$ cat src/rtl/sdtrk_pkg.sv
package sdtrk_pkg;

  typedef enum logic [2:0] {
    ST_IDLE  = 3'd0,
    ST_IDENT = 3'd1,
    ST_STBY  = 3'd2,
    ST_TRAN  = 3'd3,
    ST_DATA  = 3'd4
  } card_st_e;

  // tracked command indices
  localparam int unsigned IX_GO_IDLE   = 0;
  localparam int unsigned IX_ALL_ID    = 2;
  localparam int unsigned IX_REL_ADDR  = 3;
  localparam int unsigned IX_WIDTH     = 6;
  localparam int unsigned IX_SELECT    = 7;
  localparam int unsigned IX_STOP      = 12;
  localparam int unsigned IX_RD_SINGLE = 17;

  // width codes in the low argument bits
  localparam int unsigned WCODE_NARROW = 0;
  localparam int unsigned WCODE_WIDE   = 2;

  typedef struct packed {
    logic     upd_state;
    card_st_e nxt_state;
    logic     upd_width;
    logic     wide;
  } cmd_effect_t;

endpackage

$ cat src/rtl/sdtrk_cmd_check.sv
module sdtrk_cmd_check
  import sdtrk_pkg::*;
#(
  parameter int IDX_W  = 6,
  parameter int RCA_W  = 16,
  parameter int CODE_W = 2
) (
  input  card_st_e          state,
  input  logic              busy,
  input  logic              issue,
  input  logic [IDX_W-1:0]  idx,
  input  logic              app,
  input  logic [RCA_W-1:0]  rca,
  input  logic [CODE_W-1:0] code,
  output logic              go_idle,
  output logic              take,
  output logic              bad,
  output cmd_effect_t       eff
);

  localparam logic [IDX_W-1:0]  I_GO    = IDX_W'(IX_GO_IDLE);
  localparam logic [IDX_W-1:0]  I_ALL   = IDX_W'(IX_ALL_ID);
  localparam logic [IDX_W-1:0]  I_REL   = IDX_W'(IX_REL_ADDR);
  localparam logic [IDX_W-1:0]  I_WID   = IDX_W'(IX_WIDTH);
  localparam logic [IDX_W-1:0]  I_SEL   = IDX_W'(IX_SELECT);
  localparam logic [IDX_W-1:0]  I_STOP  = IDX_W'(IX_STOP);
  localparam logic [IDX_W-1:0]  I_RD    = IDX_W'(IX_RD_SINGLE);
  localparam logic [CODE_W-1:0] C_NAR   = CODE_W'(WCODE_NARROW);
  localparam logic [CODE_W-1:0] C_WIDE  = CODE_W'(WCODE_WIDE);

  logic known;
  logic wrong;
  logic rca_zero;

  assign rca_zero = (rca == '0);

  always_comb begin
    eff           = '0;
    eff.nxt_state = state;
    go_idle       = 1'b0;
    known         = 1'b0;
    wrong         = 1'b0;
    if (issue) begin
      if (!app && idx == I_GO) begin
        go_idle = 1'b1;
      end else if (app) begin
        if (idx == I_WID) begin
          known = 1'b1;
          if (state != ST_TRAN || !(code == C_NAR || code == C_WIDE)) begin
            wrong = 1'b1;
          end else begin
            eff.upd_width = 1'b1;
            eff.wide      = (code == C_WIDE);
          end
        end
      end else begin
        case (idx)
          I_ALL: begin
            known = 1'b1;
            if (state == ST_IDLE) begin
              eff.upd_state = 1'b1;
              eff.nxt_state = ST_IDENT;
            end else begin
              wrong = 1'b1;
            end
          end
          I_REL: begin
            known = 1'b1;
            if (state == ST_IDENT || state == ST_STBY) begin
              eff.upd_state = 1'b1;
              eff.nxt_state = ST_STBY;
            end else begin
              wrong = 1'b1;
            end
          end
          I_SEL: begin
            known = 1'b1;
            if (state == ST_STBY || state == ST_TRAN) begin
              eff.upd_state = 1'b1;
              eff.nxt_state = rca_zero ? ST_STBY : ST_TRAN;
            end else begin
              wrong = 1'b1;
            end
          end
          I_RD: begin
            known = 1'b1;
            if (state == ST_TRAN) begin
              eff.upd_state = 1'b1;
              eff.nxt_state = ST_DATA;
            end else begin
              wrong = 1'b1;
            end
          end
          I_STOP: begin
            known = 1'b1;
            if (state == ST_DATA) begin
              eff.upd_state = 1'b1;
              eff.nxt_state = ST_TRAN;
            end else begin
              wrong = 1'b1;
            end
          end
          default: ;
        endcase
      end
    end
    bad  = known && (wrong || busy);
    take = known && !bad;
    if (bad) begin
      eff           = '0;
      eff.nxt_state = state;
    end
  end

endmodule

$ cat src/rtl/sdtrk_pending.sv
module sdtrk_pending
  import sdtrk_pkg::*;
(
  input  logic        clk,
  input  logic        rst,
  input  logic        take,
  input  cmd_effect_t eff_in,
  input  logic        go_idle,
  input  logic        cmd_done,
  input  logic        cmd_fail,
  output logic        busy,
  output logic        apply,
  output cmd_effect_t eff_out
);

  always_ff @(posedge clk) begin
    if (rst) begin
      busy    <= 1'b0;
      eff_out <= '0;
    end else if (go_idle) begin
      busy    <= 1'b0;
    end else if (busy && (cmd_done || cmd_fail)) begin
      busy    <= 1'b0;
    end else if (take) begin
      busy    <= 1'b1;
      eff_out <= eff_in;
    end
  end

  assign apply = busy && cmd_done && !go_idle;

  // a held slot keeps its contents until completion, failure or go-idle
  p_slot_hold_r10: assert property (@(posedge clk) disable iff (rst)
    busy && !cmd_done && !cmd_fail && !go_idle |=> busy && $stable(eff_out));

  // completion or failure always frees the slot
  p_slot_free_r9: assert property (@(posedge clk) disable iff (rst)
    busy && (cmd_done || cmd_fail) |=> !busy);

endmodule

$ cat src/rtl/sdtrk_state_reg.sv
module sdtrk_state_reg
  import sdtrk_pkg::*;
(
  input  logic        clk,
  input  logic        rst,
  input  logic        go_idle,
  input  logic        apply,
  input  cmd_effect_t eff,
  input  logic        xfer_done,
  output card_st_e    state
);

  always_ff @(posedge clk) begin
    if (rst) begin
      state <= ST_IDLE;
    end else if (go_idle) begin
      state <= ST_IDLE;
    end else if (apply && eff.upd_state) begin
      state <= eff.nxt_state;
    end else if (xfer_done && state == ST_DATA) begin
      state <= ST_TRAN;
    end
  end

  p_go_idle_state_r2: assert property (@(posedge clk) disable iff (rst)
    go_idle |=> state == ST_IDLE);

  p_data_exit_r8: assert property (@(posedge clk) disable iff (rst)
    state == ST_DATA && xfer_done && !go_idle |=> state == ST_TRAN);

  p_quiet_hold_r9: assert property (@(posedge clk) disable iff (rst)
    !go_idle && !apply && !xfer_done |=> $stable(state));

endmodule

$ cat src/rtl/sdtrk_width_reg.sv
module sdtrk_width_reg
  import sdtrk_pkg::*;
(
  input  logic        clk,
  input  logic        rst,
  input  logic        go_idle,
  input  logic        apply,
  input  cmd_effect_t eff,
  input  card_st_e    state,
  output logic        wide
);

  always_ff @(posedge clk) begin
    if (rst) begin
      wide <= 1'b0;
    end else if (go_idle) begin
      wide <= 1'b0;
    end else if (apply && eff.upd_width) begin
      wide <= eff.wide;
    end
  end

  p_go_idle_narrow_r2: assert property (@(posedge clk) disable iff (rst)
    go_idle |=> !wide);

  p_width_in_tran_r6: assert property (@(posedge clk) disable iff (rst)
    !$stable(wide) |-> $past(go_idle) || $past(state) == ST_TRAN);

endmodule

$ cat src/rtl/card_mode_tracker.sv
module card_mode_tracker
  import sdtrk_pkg::*;
#(
  parameter int IDX_W   = 6,
  parameter int ARG_W   = 32,
  parameter int RCA_LSB = 16,
  parameter int RCA_W   = 16,
  parameter int CODE_W  = 2
) (
  input  logic             clk,
  input  logic             rst,
  input  logic             cmd_issue,
  input  logic [IDX_W-1:0] cmd_index,
  input  logic             cmd_app,
  input  logic [ARG_W-1:0] cmd_arg,
  input  logic             cmd_done,
  input  logic             cmd_fail,
  input  logic             xfer_done,
  output logic             bus_wide,
  output logic [2:0]       card_state,
  output logic             cmd_illegal
);

  localparam int RCA_TOP = RCA_LSB + RCA_W;

  card_st_e    state;
  cmd_effect_t dec_eff;
  cmd_effect_t pend_eff;
  logic        go_idle;
  logic        take;
  logic        bad;
  logic        busy;
  logic        apply;
  logic        unused_mid;
  logic        unused_top;

  generate
    if (RCA_LSB > CODE_W) begin : g_mid
      assign unused_mid = ^cmd_arg[RCA_LSB-1:CODE_W];
    end else begin : g_nomid
      assign unused_mid = 1'b0;
    end
    if (ARG_W > RCA_TOP) begin : g_top
      assign unused_top = ^cmd_arg[ARG_W-1:RCA_TOP];
    end else begin : g_notop
      assign unused_top = 1'b0;
    end
  endgenerate

  sdtrk_cmd_check #(
    .IDX_W (IDX_W),
    .RCA_W (RCA_W),
    .CODE_W(CODE_W)
  ) u_check (
    .state  (state),
    .busy   (busy),
    .issue  (cmd_issue),
    .idx    (cmd_index),
    .app    (cmd_app),
    .rca    (cmd_arg[RCA_LSB +: RCA_W]),
    .code   (cmd_arg[CODE_W-1:0]),
    .go_idle(go_idle),
    .take   (take),
    .bad    (bad),
    .eff    (dec_eff)
  );

  sdtrk_pending u_pend (
    .clk     (clk),
    .rst     (rst),
    .take    (take),
    .eff_in  (dec_eff),
    .go_idle (go_idle),
    .cmd_done(cmd_done),
    .cmd_fail(cmd_fail),
    .busy    (busy),
    .apply   (apply),
    .eff_out (pend_eff)
  );

  sdtrk_state_reg u_state (
    .clk      (clk),
    .rst      (rst),
    .go_idle  (go_idle),
    .apply    (apply),
    .eff      (pend_eff),
    .xfer_done(xfer_done),
    .state    (state)
  );

  sdtrk_width_reg u_width (
    .clk    (clk),
    .rst    (rst),
    .go_idle(go_idle),
    .apply  (apply),
    .eff    (pend_eff),
    .state  (state),
    .wide   (bus_wide)
  );

  always_ff @(posedge clk) begin
    if (rst) cmd_illegal <= 1'b0;
    else     cmd_illegal <= bad;
  end

  assign card_state = state;

  p_illegal_follows_issue_r10: assert property (@(posedge clk) disable iff (rst)
    cmd_illegal |-> $past(cmd_issue));

  p_illegal_no_effect_r6: assert property (@(posedge clk) disable iff (rst)
    bad && !busy |=> $stable(bus_wide) && $stable(card_state));

endmodule

$ cat config.mk
export PLATFORM = sky130hd
export DESIGN_NAME = card_mode_tracker
export DESIGN_NICKNAME = d
export VERILOG_FILES = /design/src/rtl/sdtrk_pkg.sv /design/src/rtl/sdtrk_cmd_check.sv /design/src/rtl/sdtrk_pending.sv /design/src/rtl/sdtrk_state_reg.sv /design/src/rtl/sdtrk_width_reg.sv /design/src/rtl/card_mode_tracker.sv
export SDC_FILE = /design/constraint.sdc
export NUM_CORES = 1
export LEC_CHECK = 0
export ABC_CLOCK_PERIOD_IN_PS = 7100
export BUFFER_PORTS_ARGS = -buffer_cell sky130_fd_sc_hd__clkbuf_2
export CORE_MARGIN = 10
export CORE_UTILIZATION = 49
export DETAILED_ROUTE_END_ITERATION = 6
export PLACE_DENSITY = 0.85
export SLEW_MARGIN = 10
export SYNTH_ARGS = -nofsm -noshare
export SYNTH_HDL_FRONTEND = slang
export SYNTH_HIERARCHICAL = 1
export SYNTH_SLANG_ARGS = --single-unit
$ cat constraint.sdc
create_clock -name clk -period 7.1 [get_ports clk]
set_clock_uncertainty 0.05 [all_clocks]
set_input_delay 0.355 -clock clk [delete_from_list [all_inputs] [get_ports clk]]
set_output_delay 0.355 -clock clk [all_outputs]
set_load 0.02 [all_outputs]
==> results of run 1 <==
==> logic make-up (layout without fill, tap and decap cells) <==
family | Yosys count | count (layout) | synth area share
compound gates | 28 | 28 | 0.2240
mux | 9 | 9 | 0.09406
simple gates | 68 | 68 | 0.3800
buf+inv | 8 | 41 | 0.05568
flops | 12 | 12 | 0.2376
xor+xnor | 1 | 1 | 0.008665
==> layout by cell type, fill, tap and decap left out, types with 2 or more instances in the layout <==
cell / n
nand4_1: 3
clkbuf_4: 3
a31oi_1: 2
nand3b_1: 2
or3_1: 3
nor3_1: 4
nand2b_1: 12
o21ai_1: 2
clkbuf_2: 35
a21oi_1: 5
nand3_1: 3
inv_1: 3
and3b_1: 2
mux2i_1: 8
o21ai_0: 3
dfxtp_1: 12
nand2_1: 7
nor4_1: 6
nor2_1: 16
nor3b_1: 2
==> how the worst max path moves through the flow <==
stage / depth (start not counted) / startpoint / end
after floorplan: 10 / u_state/state[1] / u_pend/eff_out[3]
after global placement: 9 / cmd_index[2] / u_pend/eff_out[3]
after detailed placement: 9 / cmd_index[2] / u_pend/eff_out[1]
after CTS: 8 / u_state/state[1] / u_pend/eff_out[1]
after global routing: 8 / u_state/state[1] / u_pend/eff_out[5]
final: 8 / u_state/state[1] / u_pend/eff_out[1]
==> flip-flops by register name, summed over array words and instances (netlist names) <==
register and flops:
u_width/wide 1, u_pend/eff_out 6, u_state/state 3, cmd_illegal 1, u_pend/busy 1
==> critical path, stage by stage, from the launching register on <==
cell     delay [ps]
dfxtp_1         540
nand2_1         140
or3_1           380
a311o_1         390
o31ai_2         110
nand2_1         150
nor2_1          130
and3b_1         410
mux2i_1         270
==> power groups by stage <==
stage          combinational [mW]  sequential (mW)  clock [mW]
3_5_place_dp               0.0235           0.0690           0
5_1_grt                    0.0263           0.0674      0.0442
4_1_cts                    0.0236           0.0674      0.0423
3_3_place_gp               0.0225           0.0690           0
2_1_floorplan              0.0104           0.0690           0
6_report                   0.0237           0.0674      0.0402
==> per-stage QoR <==
stage / power [mW] / setup slack, ps
6_report: 0.1313 / 4454
4_1_cts: 0.1333 / 4465
3_5_place_dp: 0.09253 / 4317
3_3_place_gp: 0.09151 / 4434
2_1_floorplan: 0.07941 / 4632
5_1_grt: 0.1379 / 4276
==> layout make-up <==
class / instances / area, um2
repair buffers: 35 / 175.2
inverters: 3 / 11.26
flip-flops and latches: 12 / 240.2
fillers: 207 / 764.5
well taps: 27 / 33.78
clock buffers: 3 / 22.52
multi-input cells: 106 / 714.4
==> layer usage <==
| metal | vias up | wire length (um) | global-route usage |
|---|---|---|---|
| met1 | 473 | 1173 | 0.1280 |
| met3 | 0 | 232 | 0.06441 |
| li1 | 540 | - | - |
| met5 | - | 0 | 0 |
| met2 | 34 | 1228 | 0.2037 |
| met4 | 0 | 0 | 0.01604 |
==> flow_summary.ini, run 1 <==
[run_status]
status = finished, final reports clean

[global_route]
grt_pass1_vias = 1067
grt_use_total = 0.1185
grt_pass1_wl_um = 4278
overflow = 0
grt_max_degree = 17
grt_antenna_before_repair = 0

[cells_and_area]
syn2layout_area_growth_pct = 18.44
fin_area_um2 = 1197
num_antenna_cells = 0
drive_above_1_share = 0.2956
layout.nets = 206
utilization = 0.6103
layoutNonFillerInstCount = 186

[logic_synthesis]
syn-instance-count = 126
synth_most_common_cell = nor2_1
synth_area_leader_cell = dfxtp_1
ys_warn_count = 6
synth_commonest_cells = nor2_1 (16), dfxtp_1 (12), nand2b_1 (12)
synth_area_leaders = dfxtp_1 (24%), mux2i_1 (7.9%), nand2b_1 (7.4%), nor2_1 (5.9%), nor4_1 (3.7%)
async_flop_share = 0
synth.net_count = 171
synth_flop_cell = dfxtp_1
netlist_area_um2 = 1011
yosysUniqueCellTypes = 48
synth-seq-cells = 12
yosysTopAreaCellShare = 0.2376
syn_avg_cell_area_um2 = 8.024
synth-seq-area-share = 0.2376
synth_edf_count = 0

[power_and_ir_drop]
combPwrFrac = 0.180
power_density_nw_per_um2 = 109.6
p_seq_frac = 0.514
ir_drop_mv = 0.1139
p_int_mw = 0.09827
clkPwrFrac = 0.306
p_leak_nw = 0.4438
p_switching_mw = 0.03299
p_sw_frac = 0.2513

[worst_hold_path]
min_path_cells = 3
holdPathEnd = u_state/state[1]
hold_start = xfer_done
holdCritPathClass = in2reg

[die]
start_util = 0.5153
die_w_um = 65.42
row_count = 16
coreArea_um2 = 1962
die_height_um = 65.42
pin_count = 50
die_area_um2 = 4280

[critical_path]
crit_fanout = 11
rr_worst_depth = 8
end_kind = flop
worstPathArrival_ps = 2780
critPathRequiredTime_ps = 7240
rr_startpoint = u_state/state[1]
critPathKind = reg2reg
rr_endpoint = u_pend/eff_out[1]
critPathLaunchType = flop
r2r_setup_slack_ps = 4450

[cts]
cts_hold_buf = 0
clk_path_buf_depth = 2
clkTransAtPathRegs_ps = 70
cts.htree.levels = 1
cts_tree = built
cts_resized = 0
cts_sinks = 12
postCtsSetupBuffers = 0
cts_buffers = 3
cts_root_buf = clkbuf_4
insertion_delay_ps = 260

[sta]
max_freq_mhz = 377.9
hold_violations = 0
period_needed_ps = 2646
fin_setup_tns_ps = 0
rsz0062_at_grt = no
setup_viol_count_final = 0
fin_crit_sh = 0.3727
maxSlewViolCount = 0
holdWs_ps = 341.7
slew_headroom = 0.5519
worst_slew_pin_slew_ps = 666.0

[route]
drt_iter0_drc = 32
route.detailed.drc = 0
via_count = 1047
ant_nets = 0
routed_wirelength_um = 2634
routed_via_density = 5.629
first_pass_iters = 4
avgRoutedWirePerCell_um = 14.16

[flow_run]
drv_cap = 0

[placed_design]
dp.cells = 183
hpwlAfterDp_um = 2164
placed_cell_area_um2 = 1175
gp_congestion = 0.7931
io_buffers = 35
(Power assumes the default switching activity.)
==> run 2: changes to the inputs <==
--- a/config.mk
+++ b/config.mk
@@ -5,12 +5,12 @@
 export SDC_FILE = /design/constraint.sdc
 export NUM_CORES = 1
 export LEC_CHECK = 0
-export ABC_CLOCK_PERIOD_IN_PS = 7100
+export ABC_CLOCK_PERIOD_IN_PS = 2200
 export BUFFER_PORTS_ARGS = -buffer_cell sky130_fd_sc_hd__clkbuf_2
 export CORE_MARGIN = 10
-export CORE_UTILIZATION = 49
+export CORE_UTILIZATION = 41
 export DETAILED_ROUTE_END_ITERATION = 6
-export PLACE_DENSITY = 0.85
+export PLACE_DENSITY = 0.76
 export SLEW_MARGIN = 10
 export SYNTH_ARGS = -nofsm -noshare
 export SYNTH_HDL_FRONTEND = slang
==> constraint.sdc (replaced) <==
create_clock -name clk -period 2.2 [get_ports clk]
set_clock_uncertainty 0.05 [all_clocks]
set_input_delay 0.11 -clock clk [delete_from_list [all_inputs] [get_ports clk]]
set_output_delay 0.11 -clock clk [all_outputs]
set_load 0.02 [all_outputs]
==> flow_summary.ini, run 2 (synthesis gave the netlist of run 1 again) <==
[run_status]
status = finished, final reports clean

[worst_hold_path]
holdPathEnd = u_state/state[1]
holdCritPathClass = in2reg
min_path_cells = 3
hold_start = xfer_done

[global_route]
grt_pass1_vias = 1058
grt_pass1_wl_um = 4602
overflow = 0
grt_antenna_before_repair = 0
grt_use_total = 0.1072
grt_max_degree = 17

[cts]
cts_tree = built
insertion_delay_ps = 270
postCtsSetupBuffers = 0
cts.htree.levels = 1
clkTransAtPathRegs_ps = 80
cts_hold_buf = 0
cts_buffers = 3
cts_sinks = 12
cts_root_buf = clkbuf_4
clk_path_buf_depth = 2

[sta]
hold_violations = 0
setup_viol_count_final = 0
maxSlewViolCount = 0
period_needed_ps = 2089
rsz0062_at_grt = yes
setup_ws_ps = 111.1
slew_headroom = 0.7411
fin_crit_sh = 0.9495
max_freq_mhz = 478.7
worst_slew_pin_slew_ps = 387.6

[power_and_ir_drop]
p_seq_frac = 0.482
p_int_mw = 0.3323
combPwrFrac = 0.200
ir_drop_mv = 0.2422
power_density_nw_per_um2 = 332.4
p_switching_mw = 0.1165
finalPower_mw = 0.4488
p_leak_nw = 0.5246
p_sw_frac = 0.2595
clkPwrFrac = 0.318

[critical_path]
r2r_setup_slack_ps = 110
cp-startpoint = u_state/state[0]
critPathLaunchType = flop
end_kind = flop
rr_endpoint = u_pend/eff_out[3]
rr_worst_depth = 8
worstPathArrival_ps = 2200
rr_startpoint = u_state/state[0]
critPathRequiredTime_ps = 2310
critPathKind = reg2reg
crit_fanout = 5

[cells_and_area]
num_antenna_cells = 0
drive_above_1_share = 0.3966
final_common_cell = clkbuf_2
largest_reg_flops = 6
nFillCells = 215
fin_area_um2 = 1350
register_area_um2 = 246.5
layout.nets = 220
final_cell_mix = clkbuf_2 (35), nor2_1 (15), buf_4 (13)
multi_input_area_um2 = 747.0
top_register = u_pend/eff_out
syn2layout_area_growth_pct = 33.54
largestRegisters = u_pend/eff_out: 6 flops, u_state/state: 3 flops

[route]
routed_wirelength_um = 2776
route.detailed.drc = 0
routed_via_density = 5.475
ant_nets = 0
via_count = 1106
first_pass_iters = 4
avgRoutedWirePerCell_um = 13.74
drt_iter0_drc = 35

[flow_run]
drv_cap = 0

[die]
die_height_um = 69.66
row_count = 17
coreArea_um2 = 2276
start_util = 0.4442
pin_count = 50
die_area_um2 = 4852
die_w_um = 69.66

[placed_design]
io_buffers = 35
placed_cell_area_um2 = 1301
hpwlAfterDp_um = 2318
gp_congestion = 0.8758
dp_worst_setup_slack_ps = -33.77
run 2: cell types whose count changed in the layout (fill, tap and decap cells not counted), sizes merged:
cell    before  now
clkbuf      38   39
buf          0   14
run 2: layer usage:
layer / vias to the layer above / share of wire / track usage
met3: 4 / 0.039 / 0.01569
met2: 22 / 0.52 / 0.1935
met1: 508 / 0.43 / 0.1188
met5: - / 0 / 0
met4: 0 / 0.014 / 0.05000
li1: 572 / - / -
run 2: cell type report:
class | instances | share of cell area
tap | 28 | 0.02595
inverter | 3 | 0.008341
timing repair buffer | 49 | 0.2104
multi-input combinational | 106 | 0.5533
clock buffer | 4 | 0.01946
sequential | 12 | 0.1826
run 2: worst max path at each step:
stage          slack, ps                end
2_1_floorplan         30  u_pend/eff_out[3]
3_5_place_dp         -30  u_pend/eff_out[0]
5_1_grt               -4  u_pend/eff_out[0]
4_1_cts               80  u_pend/eff_out[3]
6_report             110  u_pend/eff_out[3]
3_3_place_gp          -8  u_pend/eff_out[2]
run 2: metrics by stage:
stage                     instances  hold WS [ps]  TNS, ps  utilization
after floorplan                 126         124.3        0            -
after global placement          198         341.9   -7.620       0.5717
after detailed placement        198         365.7   -103.3       0.5717
after CTS                       202         64.29        0       0.5838
after global routing            202         68.41   -4.205       0.5932
final                           202         80.50        0       0.5932
run 2: worst max-delay path, stage by stage, from the launching register on:
cell and delay (ps):
dfxtp_2 360, nand2_2 70, or3_4 350, a311o_1 310, o31ai_4 90, and3_1 300
mux2_4 320, nand2b_1 70, mux2i_1 60
run 2: power by group through the flow:
stage / clock network, mW / logic, mW / registers [mW]
global placement: 0 / 0.0860 / 0.221
floorplan: 0 / 0.0354 / 0.221
detailed placement: 0 / 0.0891 / 0.221
global route: 0.156 / 0.0989 / 0.216
finish: 0.143 / 0.0900 / 0.216
CTS: 0.148 / 0.0898 / 0.216
run 2: repair_timing:
item	CTS	global route
gates resized for setup	1	7
pin swaps	0	3
setup endpoints to repair	2	6
==> run 3: changes to the inputs <==
--- a/config.mk
+++ b/config.mk
@@ -5,12 +5,12 @@
 export SDC_FILE = /design/constraint.sdc
 export NUM_CORES = 1
 export LEC_CHECK = 0
+export ABC_AREA = 1
 export ABC_CLOCK_PERIOD_IN_PS = 2200
 export BUFFER_PORTS_ARGS = -buffer_cell sky130_fd_sc_hd__clkbuf_2
 export CORE_MARGIN = 10
-export CORE_UTILIZATION = 41
+export CORE_UTILIZATION = 28
 export DETAILED_ROUTE_END_ITERATION = 6
-export PLACE_DENSITY = 0.76
 export SLEW_MARGIN = 10
 export SYNTH_ARGS = -nofsm -noshare
 export SYNTH_HDL_FRONTEND = slang
==> flow_summary.ini, run 3 <==
[cells_and_area]
num_antenna_cells = 0
largestRegisters = u_pend/eff_out: 6 flops, u_state/state: 3 flops
top_register = u_pend/eff_out
final_common_cell = nand2_1
drive_above_1_share = 0.3345
syn2layout_area_growth_pct = 23.65
final_cell_mix = nand2_1 (61), nor2_1 (49), clkbuf_2 (35)
layout.nets = 325
layoutNonFillerInstCount = 330
largest_reg_flops = 6
nFillCells = 500

[die]
start_util = 0.2965
die_height_um = 88.60
coreArea_um2 = 4444
row_count = 24
die_w_um = 88.60
die_area_um2 = 7849
pin_count = 50

[critical_path]
max_stage_delay_ps = 440
path_cells = nand2_2, nor2_4, nor2_1, nor2_1, nand3_1, nand2_1, nand2_2, nor2_1, nand4_2, buf_12, nand2_1, nand2_1, nor2_1
r2r_setup_slack_ps = 290
rr_endpoint = u_pend/eff_out[2]
critPathMostFrequentCell = nor2_1
crit_fanout = 12
critPathLaunchType = flop
rr_worst_depth = 13
critPathKind = reg2reg
cp-startpoint = u_state/state[1]
crit_path_top_delay_cell = dfxtp_1
worstPathArrival_ps = 2030
rr_startpoint = u_state/state[1]
end_kind = flop
critPathRequiredTime_ps = 2320

[cts]
postCtsSetupBuffers = 0
cts_hold_buf = 0
cts_buffers = 3
cts_tree = built
cts_sinks = 12
clkTransAtPathRegs_ps = 50
insertion_delay_ps = 240
cts_resized = 0
cts.htree.levels = 1
clk_path_buf_depth = 2
cts_root_buf = clkbuf_8

[logic_synthesis]
synth_flop_cell = dfxtp_1
yosysUniqueCellTypes = 24
syn_avg_cell_area_um2 = 5.559
synth-seq-cells = 12
yosysTopAreaCellShare = 0.1823
synth_commonest_cells = nand2_1 (61), nor2_1 (49), inv_1 (26)
synth_most_common_cell = nand2_1
synth_area_leader_cell = dfxtp_1
netlist_area_um2 = 1318
ys_warn_count = 6
synth_area_leaders = dfxtp_1 (18%), nand2_1 (17%), nor2_1 (14%), inv_1 (7.4%), nor2_2 (6.6%)
synth-seq-area-share = 0.1823
async_flop_share = 0
synth.net_count = 282
synth_edf_count = 0
syn-instance-count = 237

[sta]
slew_headroom = 0.7896
rsz0062_at_grt = no
period_needed_ps = 1911
setup_ws_ps = 288.8
worst_slew_pin_slew_ps = 314.5
maxSlewViolCount = 0
setup_viol_count_final = 0
hold_violations = 0
fin_setup_tns_ps = 0
fin_crit_sh = 0.8687
holdWs_ps = 60.46
max_freq_mhz = 523.2

[power_and_ir_drop]
power_density_nw_per_um2 = 312.7
p_leak_nw = 0.9081
ir_drop_mv = 0.1632

[worst_hold_path]
holdCritPathClass = in2reg
holdPathEnd = cmd_illegal
hold_start = rst
min_path_cells = 2

[run_status]
status = finished, final reports clean

[route]
routed_via_density = 4.452
drt_iter0_drc = 100
avgRoutedWirePerCell_um = 10.36
first_pass_iters = 4
routed_wirelength_um = 3418
route.detailed.drc = 0
ant_nets = 0
via_count = 1469

[placed_design]
io_buffers = 35
gp_congestion = 0.8543
hpwlAfterDp_um = 2969
dp_worst_setup_slack_ps = 281.9
dp.cells = 327

[global_route]
overflow = 0
grt_use_total = 0.09525
grt_pass1_wl_um = 6354
grt_pass1_vias = 1509
grt_max_degree = 13
grt_antenna_before_repair = 0

[flow_run]
drv_cap = 0
## run 3: cell count changes after synthesis, sizes merged, moves of 3 or more
| cell | before | now |
|---|---|---|
| inv | 3 | 36 |
| mux2i | 8 | 0 |
| nand2 | 8 | 74 |
| nand2b | 12 | 0 |
| nand3 | 3 | 18 |
| nand4 | 3 | 7 |
| nor2 | 16 | 66 |
| nor4 | 6 | 0 |
| o21ai | 5 | 8 |
| or3 | 3 | 0 |
## run 3: worst max-delay path by stage
stage | slack [ps] | cells past startpoint | end
3_3_place_gp | 310 | 12 | u_pend/eff_out[3]
4_1_cts | 280 | 13 | u_pend/eff_out[5]
2_1_floorplan | 270 | 13 | u_pend/eff_out[0]
3_5_place_dp | 280 | 12 | u_pend/eff_out[0]
5_1_grt | 60 | 12 | u_pend/eff_out[1]
6_report | 290 | 13 | u_pend/eff_out[2]
## run 3: final cells by class
type	count	area (um2)	area share
multi-input combinational	184	904.6	0.5553
sequential	12	240.2	0.1475
timing repair buffer	41	232.7	0.1429
inverter	38	145.1	0.08909
tap	52	65.06	0.03994
clock buffer	3	41.29	0.02535
## run 3: cell families (layout without fill, tap and decap cells)
| group | Yosys count | after routing | share of synthesized area |
|---|---|---|---|
| compound gates | 13 | 13 | 0.05793 |
| buf+inv | 41 | 82 | 0.1310 |
| flops | 12 | 12 | 0.1823 |
| simple gates | 171 | 171 | 0.6287 |
## run 3: critical path: cells and delay by family, from the launching register on
| kind | cells | cell delay (ps) |
|---|---|---|
| buffers and inverters | 1 | 170 |
| DFF | 1 | 440 |
| and+or+nand+nor | 12 | 1190 |
## run 3: routing by layer
metal | wire [um] | global-route usage
met5 | 0 | 0
met4 | 26 | 0.02056
met3 | 209 | 0.02482
met2 | 1504 | 0.1587
met1 | 1677 | 0.1201
## run 3: where the power goes
part	total, mW	internal [mW]	switching [mW]	leakage (nW)
Sequential	0.222	0.221	0.00186	0.0968
Combinational	0.0940	0.0376	0.0564	0.790
Clock	0.193	0.120	0.0730	0.0216
## run 3: metrics by stage
step	utilization	total power, mW	area, um2
after detailed placement	0.3573	0.3206	1588
final	0.3666	0.5094	1629
after floorplan	-	0.2755	1318
after CTS	0.3666	0.5180	1629
after global placement	0.3573	0.3197	1588
after global routing	0.3666	0.5417	1629
